[src/rtl/ftog_pkg.sv]
package ftog_pkg;

   localparam int ROW_W  = 2;
   localparam int PRIM_W = 3;

   typedef logic [ROW_W-1:0]  row_t;
   typedef logic [PRIM_W-1:0] prim_t;

   // merged rows, Gray ordered around the cycle 00 -> 01 -> 11 -> 10 -> 00
   localparam row_t ROW_P0 = 2'b00;   // primitive 0, 5
   localparam row_t ROW_P1 = 2'b01;   // primitive 1, 6, 7
   localparam row_t ROW_P2 = 2'b11;   // primitive 2, 7
   localparam row_t ROW_P3 = 2'b10;   // primitive 3, 4, 5

   localparam prim_t PRIM_RESET = 3'd4;

   // primitive index from stored bit and sampled inputs
   function automatic prim_t prim_of(input logic q, input logic t, input logic c);
      prim_t p;
      unique case ({q, t, c})
         3'b011:  p = 3'd0;
         3'b110:  p = 3'd1;
         3'b111:  p = 3'd2;
         3'b010:  p = 3'd3;
         3'b000:  p = 3'd4;
         3'b001:  p = 3'd5;
         3'b100:  p = 3'd6;
         default: p = 3'd7;
      endcase
      return p;
   endfunction

endpackage

[src/rtl/ftog_sync.sv]
module ftog_sync #(
   parameter int STAGES = 2
) (
   input  logic clk,
   input  logic rst,
   input  logic d_i,
   output logic q_o
);

   if (STAGES < 2 || STAGES > 4) begin : g_bad_stages
      $error("ftog_sync: STAGES must lie in 2..4");
   end

   logic [STAGES-1:0] chain;

   for (genvar i = 0; i < STAGES; i++) begin : g_stage
      if (i == 0) begin : g_first
         always_ff @(posedge clk) begin
            if (rst) chain[0] <= 1'b0;
            else     chain[0] <= d_i;
         end
      end else begin : g_next
         always_ff @(posedge clk) begin
            if (rst) chain[i] <= 1'b0;
            else     chain[i] <= chain[i-1];
         end
      end
   end

   assign q_o = chain[STAGES-1];

endmodule

[src/rtl/ftog_table.sv]
module ftog_table
   import ftog_pkg::*;
(
   input  row_t row_i,
   input  logic t_i,
   input  logic c_i,
   input  logic hold_i,
   output row_t row_o
);

   row_t step;

   always_comb begin
      step = row_i;
      unique case (row_i)
         ROW_P0: begin
            if (t_i && !c_i)       step = ROW_P1;   // level falls, toggle high
            else if (!t_i && !c_i) step = ROW_P3;   // level falls, toggle low
         end
         ROW_P1: begin
            if (t_i && c_i)        step = ROW_P2;
         end
         ROW_P2: begin
            if (t_i && !c_i)       step = ROW_P3;   // level falls, toggle high
            else if (!t_i && !c_i) step = ROW_P1;
         end
         default: begin
            if (t_i && c_i)        step = ROW_P0;
         end
      endcase
   end

   assign row_o = hold_i ? row_i : step;

endmodule

[src/rtl/ftog_prim.sv]
module ftog_prim
   import ftog_pkg::*;
(
   input  logic  clk,
   input  logic  rst,
   input  logic  hold_i,
   input  logic  q_next_i,
   input  logic  t_i,
   input  logic  c_i,
   output prim_t prim_o
);

   prim_t prim_q;

   always_ff @(posedge clk) begin
      if (rst)          prim_q <= PRIM_RESET;
      else if (!hold_i) prim_q <= prim_of(q_next_i, t_i, c_i);
   end

   assign prim_o = prim_q;

endmodule

[src/rtl/ftog_cell.sv]
module ftog_cell
   import ftog_pkg::*;
#(
   parameter int SYNC_STAGES = 2
) (
   input  logic              clk,
   input  logic              rst,
   input  logic              tog_i,
   input  logic              trg_i,
   output logic              q_o,
   output logic [ROW_W-1:0]  row_o,
   output logic [PRIM_W-1:0] prim_o,
   output logic              err_o
);

   logic t_s, c_s;
   logic t_p, c_p;
   logic dbl;
   row_t row_q, row_d;
   logic err_q;

   ftog_sync #(.STAGES(SYNC_STAGES)) u_sync_t (
      .clk(clk), .rst(rst), .d_i(tog_i), .q_o(t_s)
   );

   ftog_sync #(.STAGES(SYNC_STAGES)) u_sync_c (
      .clk(clk), .rst(rst), .d_i(trg_i), .q_o(c_s)
   );

   assign dbl = (t_s ^ t_p) & (c_s ^ c_p);

   ftog_table u_table (
      .row_i(row_q), .t_i(t_s), .c_i(c_s), .hold_i(dbl), .row_o(row_d)
   );

   always_ff @(posedge clk) begin
      if (rst) begin
         row_q <= ROW_P3;
         t_p   <= 1'b0;
         c_p   <= 1'b0;
         err_q <= 1'b0;
      end else begin
         row_q <= row_d;
         t_p   <= t_s;
         c_p   <= c_s;
         err_q <= dbl;
      end
   end

   ftog_prim u_prim (
      .clk(clk), .rst(rst), .hold_i(dbl), .q_next_i(row_d[0]),
      .t_i(t_s), .c_i(c_s), .prim_o(prim_o)
   );

   assign row_o = row_q;
   assign q_o   = row_q[0];
   assign err_o = err_q;

endmodule

[config.mk]
export PLATFORM = sky130hd
export DESIGN_NAME = ftog_cell
export DESIGN_NICKNAME = d
export VERILOG_FILES = /design/src/rtl/ftog_pkg.sv /design/src/rtl/ftog_sync.sv /design/src/rtl/ftog_table.sv /design/src/rtl/ftog_prim.sv /design/src/rtl/ftog_cell.sv
export SDC_FILE = /design/constraint.sdc
export NUM_CORES = 1
export LEC_CHECK = 0
export ABC_CLOCK_PERIOD_IN_PS = 4000
export BUFFER_PORTS_ARGS = -buffer_cell sky130_fd_sc_hd__buf_2
export CAP_MARGIN = 20
export CORE_AREA = 4 4 41 43
export CTS_CLUSTER_DIAMETER = 40
export DETAILED_ROUTE_END_ITERATION = 7
export DIE_AREA = 0 0 45 47
export GPL_TIMING_DRIVEN = 0
export HOLD_SLACK_MARGIN = 0.06
export PLACE_DENSITY_LB_ADDON = 0.08
export SKIP_LAST_GASP = 1
export SLEW_MARGIN = 20
export SYNTH_ARGS = -nofsm -noshare
export SYNTH_HDL_FRONTEND = slang
export SYNTH_SLANG_ARGS = --single-unit
[constraint.sdc]
create_clock -name clk -period 4 [get_ports clk]
set_input_delay 0.2 -clock clk [delete_from_list [all_inputs] [get_ports clk]]
set_output_delay 0.2 -clock clk [all_outputs]
set_load 0.02 [all_outputs]
==> qor.yml, run 1 <==
gp_congestion: 0.7275
ff_latch_area_sq_um: 240.2
drc: 0
place_inst: 95
hold_ws_ns: 0.1304
fin_crit_ns: 1.966
synth_top_family_by_area: "simple AND/OR/NAND/NOR gates"
synth.area.mux_share: 0.01536
htreeDepth: 1
hp-class: "in -> reg"
final_nets: 98
final_common_cell: "nor2_1"
post_cts_buffers: 0
cp.arrival_ns: 2.12
track_usage: 0.1413
leakage_uw: 0.0003378
drv_slew: 0
synthSimpleGateAreaFrac: 0.2207
yosysTopAreaCell: "dfxtp_1"
final_cell_mix: "nor2_1 (13), dfxtp_1 (12), buf_2 (10)"
dieArea_sq_um: 2115
cts-buffers-inserted: 3
grt_pass1_vias: 480
die_h_microns: 47
ctsHoldBuffers: 0
cts_tree: "yes"
multi_input_area_sq_um: 370.4
first_pass_iters: 4
clkTransAtPathRegs_ns: 0.08
synth_cells: 70
cp.required_ns: 4.15
core_sq_um: 1301
vias: 520
cts-root-buf: "clkbuf_4"
tightest_slew_ns: 0.4602
crit_type: "reg -> reg"
placement.io_buffers: 10
drive_gt1_frac: 0.2381
setup_viol: 0
first_iter_violations: 6
maxSlewHeadroom: 0.6932
synth_xor_area_frac: 0.02687
routed_via_density: 5.253
synth_compound_area_frac: 0.1324
grt_antenna_before_repair: 0
io_pins: 11
rsz0062_at_grt: "false"
nFillCells: 134
synth_seq_cells: 12
cts_max_path_buffers: 2
totalWireLength_microns: 1197
n_antenna_cell: 0
fin_skew_ns: 0.006107
max_freq_mhz: 508.6
initial_core_util: 0.5010
synthDistinctLibCells: 26
netlist_area_sq_um: 651.9
grt_max_degree: 11
cts_resized: 0
setup_ws_ns: 2.034
yosys.area_share.adder: 0.1727
clk_latency_ns: 0.27
worstSetupStartpointType: "flop"
grt_pass1_wl_microns: 2097
rows: 13
grt-ovfl-total: 0
yosysSeqAreaShare: 0.3685
ir_worst_vdd_mv: 0.1803
syn-num-nets: 83
outcome: "finished clean"
max-cap-violations: 0
syn2layout_area_growth_pct: 16.12
synth_top_area_share: 0.3685
die_w_microns: 45
final-instance-count-excl-fill: 99
period_share: 0.4916
ys_warn_count: 0
wire_per_inst_microns: 12.09
setup_tns_ns: 0
avgSynthCellArea_sq_um: 9.313
hold_viol: 0
synth_area_leaders: "dfxtp_1 (37%), ha_1 (17%), nor2_1 (7.5%)"
dp_hpwl_microns: 931.5
cp-end-kind: "flop"
ant_nets: 0
power.density_nw_per_um2: 362.0
dp_slack_ns: 2.033
worst-path-max-fanout: 8
numClockSinks: 12
## metal layers
metal / vias to the layer above / track usage / routed length [microns] / part of all wire
met4: 0 / 0.08772 / 29 / 0.024
met3: 4 / 0.03448 / 38 / 0.032
met2: 8 / 0.2316 / 572 / 0.48
li1: 266 / - / - / -
met5: - / 0 / 0 / 0
met1: 242 / 0.1659 / 557 / 0.47
## through the flow
| step | instance area, sq um | total power (uW) | utilization |
|---|---|---|---|
| global route | 757.0 | 286.8 | 0.5817 |
| global placement | 720.7 | 181.1 | 0.5538 |
| floorplan | 651.9 | 169.4 | - |
| detailed placement | 720.7 | 182.0 | 0.5538 |
| CTS | 757.0 | 275.3 | 0.5817 |
| finish | 757.0 | 274.0 | 0.5817 |
## area by class of cell
cell class / count / share of cell area
plain buffers: 3 / 0.02975
well taps: 15 / 0.02479
multi-input cells: 50 / 0.4893
inverters: 5 / 0.02479
flip-flops and latches: 12 / 0.3174
repair buffers: 10 / 0.06612
clock buffers: 4 / 0.04793
## worst paths after layout
| kind | start | end | slack, ns | depth (start not counted) |
|---|---|---|---|---|
| worst max register to register | row_o[0] | u_prim.prim_o[1] | 2.03 | 7 |
| worst max-delay path | row_o[0] | u_prim.prim_o[1] | 2.03 | 7 |
| worst min-delay path | rst | u_sync_c.chain[0] | 0.13 | 2 |
| worst min register to register | u_sync_t.chain[0] | u_sync_t.q_o | 0.44 | 1 |
## sequential cells by signal, indices dropped and copies added (netlist names)
name,count
u_prim.prim_o,3
u_sync_c.chain,1
t_p,1
c_p,1
row_o,2
u_sync_t.chain,1
err_o,1
u_sync_t.q_o,1
u_sync_c.q_o,1
## power breakdown
| part | switching [uW] | total [uW] | internal [uW] |
|---|---|---|---|
| registers | 5.27 | 131 | 126 |
| logic | 27.0 | 47.8 | 20.7 |
| clock network | 40.1 | 95.4 | 55.3 |
| total | 72.4 | 274 | 202 |
## cell families (layout without fill, tap and decap cells)
kind of cell	Yosys count	in the layout
AOI/OAI and AO/OA	10	10
muxes	1	1
xor gates and xnor gates	2	2
and+or+nand+nor	28	28
DFF	12	12
buffers and inverters	8	22
adders and majority gates	9	9
## cell usage after synthesis
| master | n |
|---|---|
| buf_4 | 1 |
| and3_2 | 1 |
| a31oi_1 | 1 |
| nor2_1 | 13 |
| a32oi_4 | 1 |
| buf_6 | 1 |
| or2_1 | 1 |
| nor3_1 | 4 |
| nor4_2 | 1 |
| o21ai_0 | 2 |
| nor2b_1 | 4 |
| nor4b_1 | 1 |
| dfxtp_1 | 12 |
| a21oi_1 | 2 |
| buf_1 | 1 |
| nor2_2 | 1 |
| inv_1 | 5 |
| a211o_1 | 1 |
| ha_1 | 9 |
| a222oi_1 | 1 |
| nand3_1 | 1 |
| mux2i_1 | 1 |
| xnor2_1 | 2 |
| o211ai_1 | 1 |
| nand2_1 | 1 |
| o22ai_1 | 1 |
## critical path, cell delays in order, from the launching register on
cell and delay, ns:
dfxtp_1 0.52, inv_1 0.11, ha_1 0.25, nor4b_1 0.27, a21oi_1 0.11, a32oi_4 0.31, and3_2 0.23, nor4_2 0.04
No activity file was read; power rests on OpenSTA's default activity.
==> run 2, diff against run 1 <==
ABC_CLOCK_PERIOD_IN_PS = 2000   (was 4000)
clock period = 2 ns   (was 4 ns; I/O delays follow)
==> qor.yml, run 2 (same netlist as run 1, synthesis figures left out) <==
outcome: "finished clean"
grt_pass1_wl_microns: 2152
leakage_uw: 0.0003598
ir_worst_vdd_mv: 0.3737
sw_frac_of_total: 0.2594
io_pins: 11
setup_viol: 0
fin_crit_ns: 1.792
rr_worst_depth: 7
die_w_microns: 45
clkTransAtPathRegs_ns: 0.07
maxSlewHeadroom: 0.6959
routed_via_density: 5.058
core_sq_um: 1301
drv_slew: 0
cp.required_ns: 2.14
post_cts_buffers: 0
first_iter_violations: 5
grt_antenna_before_repair: 0
first_pass_iters: 4
grt_pass1_vias: 492
grt-ovfl-total: 0
track_usage: 0.1444
combPwrFrac: 0.187
pwr-share-seq: 0.474
gp_congestion: 0.7275
cp-end-kind: "flop"
drive_gt1_frac: 0.2500
p_sw_uw: 143.2
clk_latency_ns: 0.27
rsz0062_at_grt: "false"
hp-class: "reg -> reg"
n_antenna_cell: 0
hold_depth: 1
die_h_microns: 47
placement.io_buffers: 10
dieArea_sq_um: 2115
final_common_cell: "nor2_1"
slowest_delay_ns: 0.39
dp_slack_ns: 0.03292
wire_per_inst_microns: 12.00
tightest_slew_ns: 0.4562
nFillCells: 131
syn2layout_area_growth_pct: 23.42
max-cap-violations: 0
numClockSinks: 12
vias: 521
crit_chain: "inv_1 -> ha_1 -> nor4b_2 -> a21oi_1 -> a32oi_4 -> and3_2 -> nor4_2"
ant_nets: 0
clockPowerShare: 0.339
crit_type: "reg -> reg"
worst-path-max-fanout: 5
slowest_stage: "dfxtp_1"
cts-root-buf: "clkbuf_4"
power.density_nw_per_um2: 686.2
htreeDepth: 1
fin_skew_ns: 0.002148
power.total_uw: 552.1
place_inst: 95
cts_max_path_buffers: 2
hold_viol: 0
p_int_uw: 408.8
cts-buffers-inserted: 3
cts_tree: "yes"
final_nets: 102
rows: 13
dp_hpwl_microns: 931.5
final_cell_mix: "nor2_1 (13), dfxtp_1 (11), buf_2 (10)"
drc: 0
worstSetupStartpointType: "flop"
final-instance-count-excl-fill: 103
largest_reg_flops: 3
period_share: 0.8958
initial_core_util: 0.5010
totalWireLength_microns: 1236
grt_max_degree: 11
cp.arrival_ns: 1.93
max_freq_mhz: 558.2
setup_tns_ns: 0
setup_ws_ns: 0.2084
[run 2: path summary, 6_finish.rpt]
check                          from               end  slack [ns]
hold reg to reg   u_sync_t.chain[0]      u_sync_t.q_o        0.44
hold / removal    u_sync_t.chain[0]      u_sync_t.q_o        0.44
setup reg to reg           row_o[1]  u_prim.prim_o[1]        0.21
setup / recovery           row_o[1]  u_prim.prim_o[1]        0.21
[run 2: critical path: cells and delay by family, from the launching register on]
family	cells	cell delay (ns)
compound gates	2	0.41
buf+inv	1	0.10
flops	1	0.39
fa+ha+maj	1	0.23
simple gates	3	0.55
[run 2: area by class of cell]
type | count | area (sq um) | area share
sequential | 12 | 241.5 | 0.3002
inverter | 5 | 18.77 | 0.02333
timing repair buffer | 14 | 90.09 | 0.1120
tap | 15 | 18.77 | 0.02333
multi-input combinational | 50 | 376.6 | 0.4681
buffer | 3 | 22.52 | 0.02799
clock buffer | 4 | 36.28 | 0.04510
[run 2: power groups by stage]
stage / registers (uW) / logic (uW) / clock network [uW]
after floorplan: 275 / 63.7 / 0
after global placement: 267 / 95.3 / 0
after detailed placement: 268 / 96.5 / 0
after CTS: 262 / 102 / 192
after global routing: 265 / 114 / 202
final: 262 / 103 / 187
[run 2: through the flow]
step	util	hold slack, ns	area, sq um
6_report	0.6183	0.4423	804.5
5_1_grt	0.6183	0.4620	804.5
4_1_cts	0.6125	0.4489	797.0
3_5_place_dp	0.5538	0.3178	720.7
3_3_place_gp	0.5538	0.3132	720.7
2_1_floorplan	-	0.1716	651.9
[run 2: metal layers]
metal / share of wire / wire length, microns / vias up / track usage
li1: - / - / 272 / -
met1: 0.46 / 571 / 239 / 0.1705
met2: 0.49 / 610 / 8 / 0.2373
met3: 0.028 / 34 / 2 / 0.03448
met4: 0.015 / 19 / 0 / 0.08772
met5: 0 / 0 / - / 0
[run 2: repair_timing]
item                                    CTS  global route
endpoints found under the hold margin     2             0
gates resized for setup                   0             2
endpoints found under the setup margin    0             2
hold buffers                              4             0
==> run 3, diff against run 2 <==
PLACE_DENSITY = 0.69   (was default)
PLACE_DENSITY_LB_ADDON = default   (was 0.08)
==> qor.yml, run 3 (same netlist as run 1, synthesis figures left out) <==
outcome: "finished clean"
reg2reg_from: "row_o[0]"
drv_slew: 0
final_nets: 101
setup_viol: 0
cts-root-buf: "clkbuf_4"
clk_latency_ns: 0.26
setup_ws_ns: 0.2300
grt-ovfl-total: 0
leakage_uw: 0.0003470
cp-startpoint: "row_o[0]"
power.density_nw_per_um2: 649.0
n_antenna_cell: 0
io_pins: 11
vias: 510
largest_reg_flops: 3
drive_gt1_frac: 0.2442
ir_worst_vdd_mv: 0.4191
grt_pass1_wl_microns: 2028
tightest_slew_ns: 0.4490
cp.arrival_ns: 1.91
totalWireLength_microns: 1157
wire_per_inst_microns: 11.46
syn2layout_area_growth_pct: 19.77
grt_max_degree: 11
power.total_uw: 506.7
holdCritStartpoint: "u_sync_t.chain[0]"
rows: 13
drc: 0
max-cap-violations: 0
worst-path-max-fanout: 8
cts_tree: "yes"
first_pass_iters: 6
cts-buffers-inserted: 3
hp-class: "reg -> reg"
crit_type: "reg -> reg"
die_h_microns: 47
hold_viol: 0
dp_slack_ns: 0.04228
die_w_microns: 45
dp_hpwl_microns: 856.8
numClockSinks: 12
first_iter_violations: 12
fin_skew_ns: 0.0005105
period_share: 0.8850
cts_max_path_buffers: 2
maxSlewHeadroom: 0.7007
cp.required_ns: 2.14
initial_core_util: 0.5010
routed_via_density: 5.050
final_cell_mix: "nor2_1 (13), dfxtp_1 (11), buf_2 (10)"
cp-end-kind: "flop"
fin_crit_ns: 1.770
post_cts_buffers: 0
core_sq_um: 1301
htreeDepth: 1
clkTransAtPathRegs_ns: 0.07
setup_tns_ns: 0
grt_antenna_before_repair: 0
gp_congestion: 0.7361
final_util: 0.6000
hold_ws_ns: 0.4396
dieArea_sq_um: 2115
ant_nets: 0
rsz0062_at_grt: "false"
max_freq_mhz: 565.0
track_usage: 0.1342
final_common_cell: "nor2_1"
grt_pass1_vias: 475
worstSetupStartpointType: "flop"
placement.io_buffers: 10
## run 3: changes by cell type in the layout (fill, tap and decap cells not counted)
cell / delta
clkbuf_8: -1
dlygate4sd3_1: -1
## run 3: area by class of cell
class | instances | area (sq um)
buffer | 3 | 22.52
clock buffer | 3 | 22.52
fill | 124 | 520.5
inverter | 5 | 18.77
multi-input combinational | 50 | 376.6
sequential | 12 | 241.5
tap | 15 | 18.77
timing repair buffer | 13 | 80.08
## run 3: path summary, 6_finish.rpt
path                                    endpoint  slack, ns  cells past startpoint
worst min register to register      u_sync_t.q_o       0.44                      1
worst max-delay path            u_prim.prim_o[1]       0.23                      7
worst max register to register  u_prim.prim_o[1]       0.23                      7
worst min-delay path                u_sync_t.q_o       0.44                      1
## run 3: metal layers
layer / vias to the layer above / part of all wire / global-route usage
li1: 268 / - / -
met1: 231 / 0.48 / 0.1570
met4: 0 / 0.015 / 0.08772
met5: - / 0 / 0
met3: 2 / 0.041 / 0.02299
met2: 9 / 0.47 / 0.2260
## run 3: worst max-delay path: stages, from the launching register on
cell,delay (ns)
dfxtp_2,0.43
inv_1,0.09
ha_1,0.25
nor4b_2,0.22
a21oi_1,0.10
a32oi_4,0.29
and3_2,0.23
nor4_2,0.04
## run 3: stage by stage
step | std cells | instance area [sq um]
finish | 101 | 780.7
global route | 101 | 780.7
CTS | 101 | 773.2
detailed placement | 95 | 720.7
global placement | 95 | 720.7
floorplan | 70 | 651.9
## run 3: where the power goes
part           total [uW]  switching, uW  internal, uW
Clock                 145           75.3          69.5
Combinational         100           54.5          45.6
Sequential            262           10.7           251
Total                 507            140           366
## run 3: what timing repair did
| action | 4_1_cts | 5_1_grt |
|---|---|---|
| setup endpoints to repair | 0 | 2 |
| hold endpoints to repair | 2 | 0 |
| resized for setup | 0 | 2 |
| hold buffers | 3 | 0 |
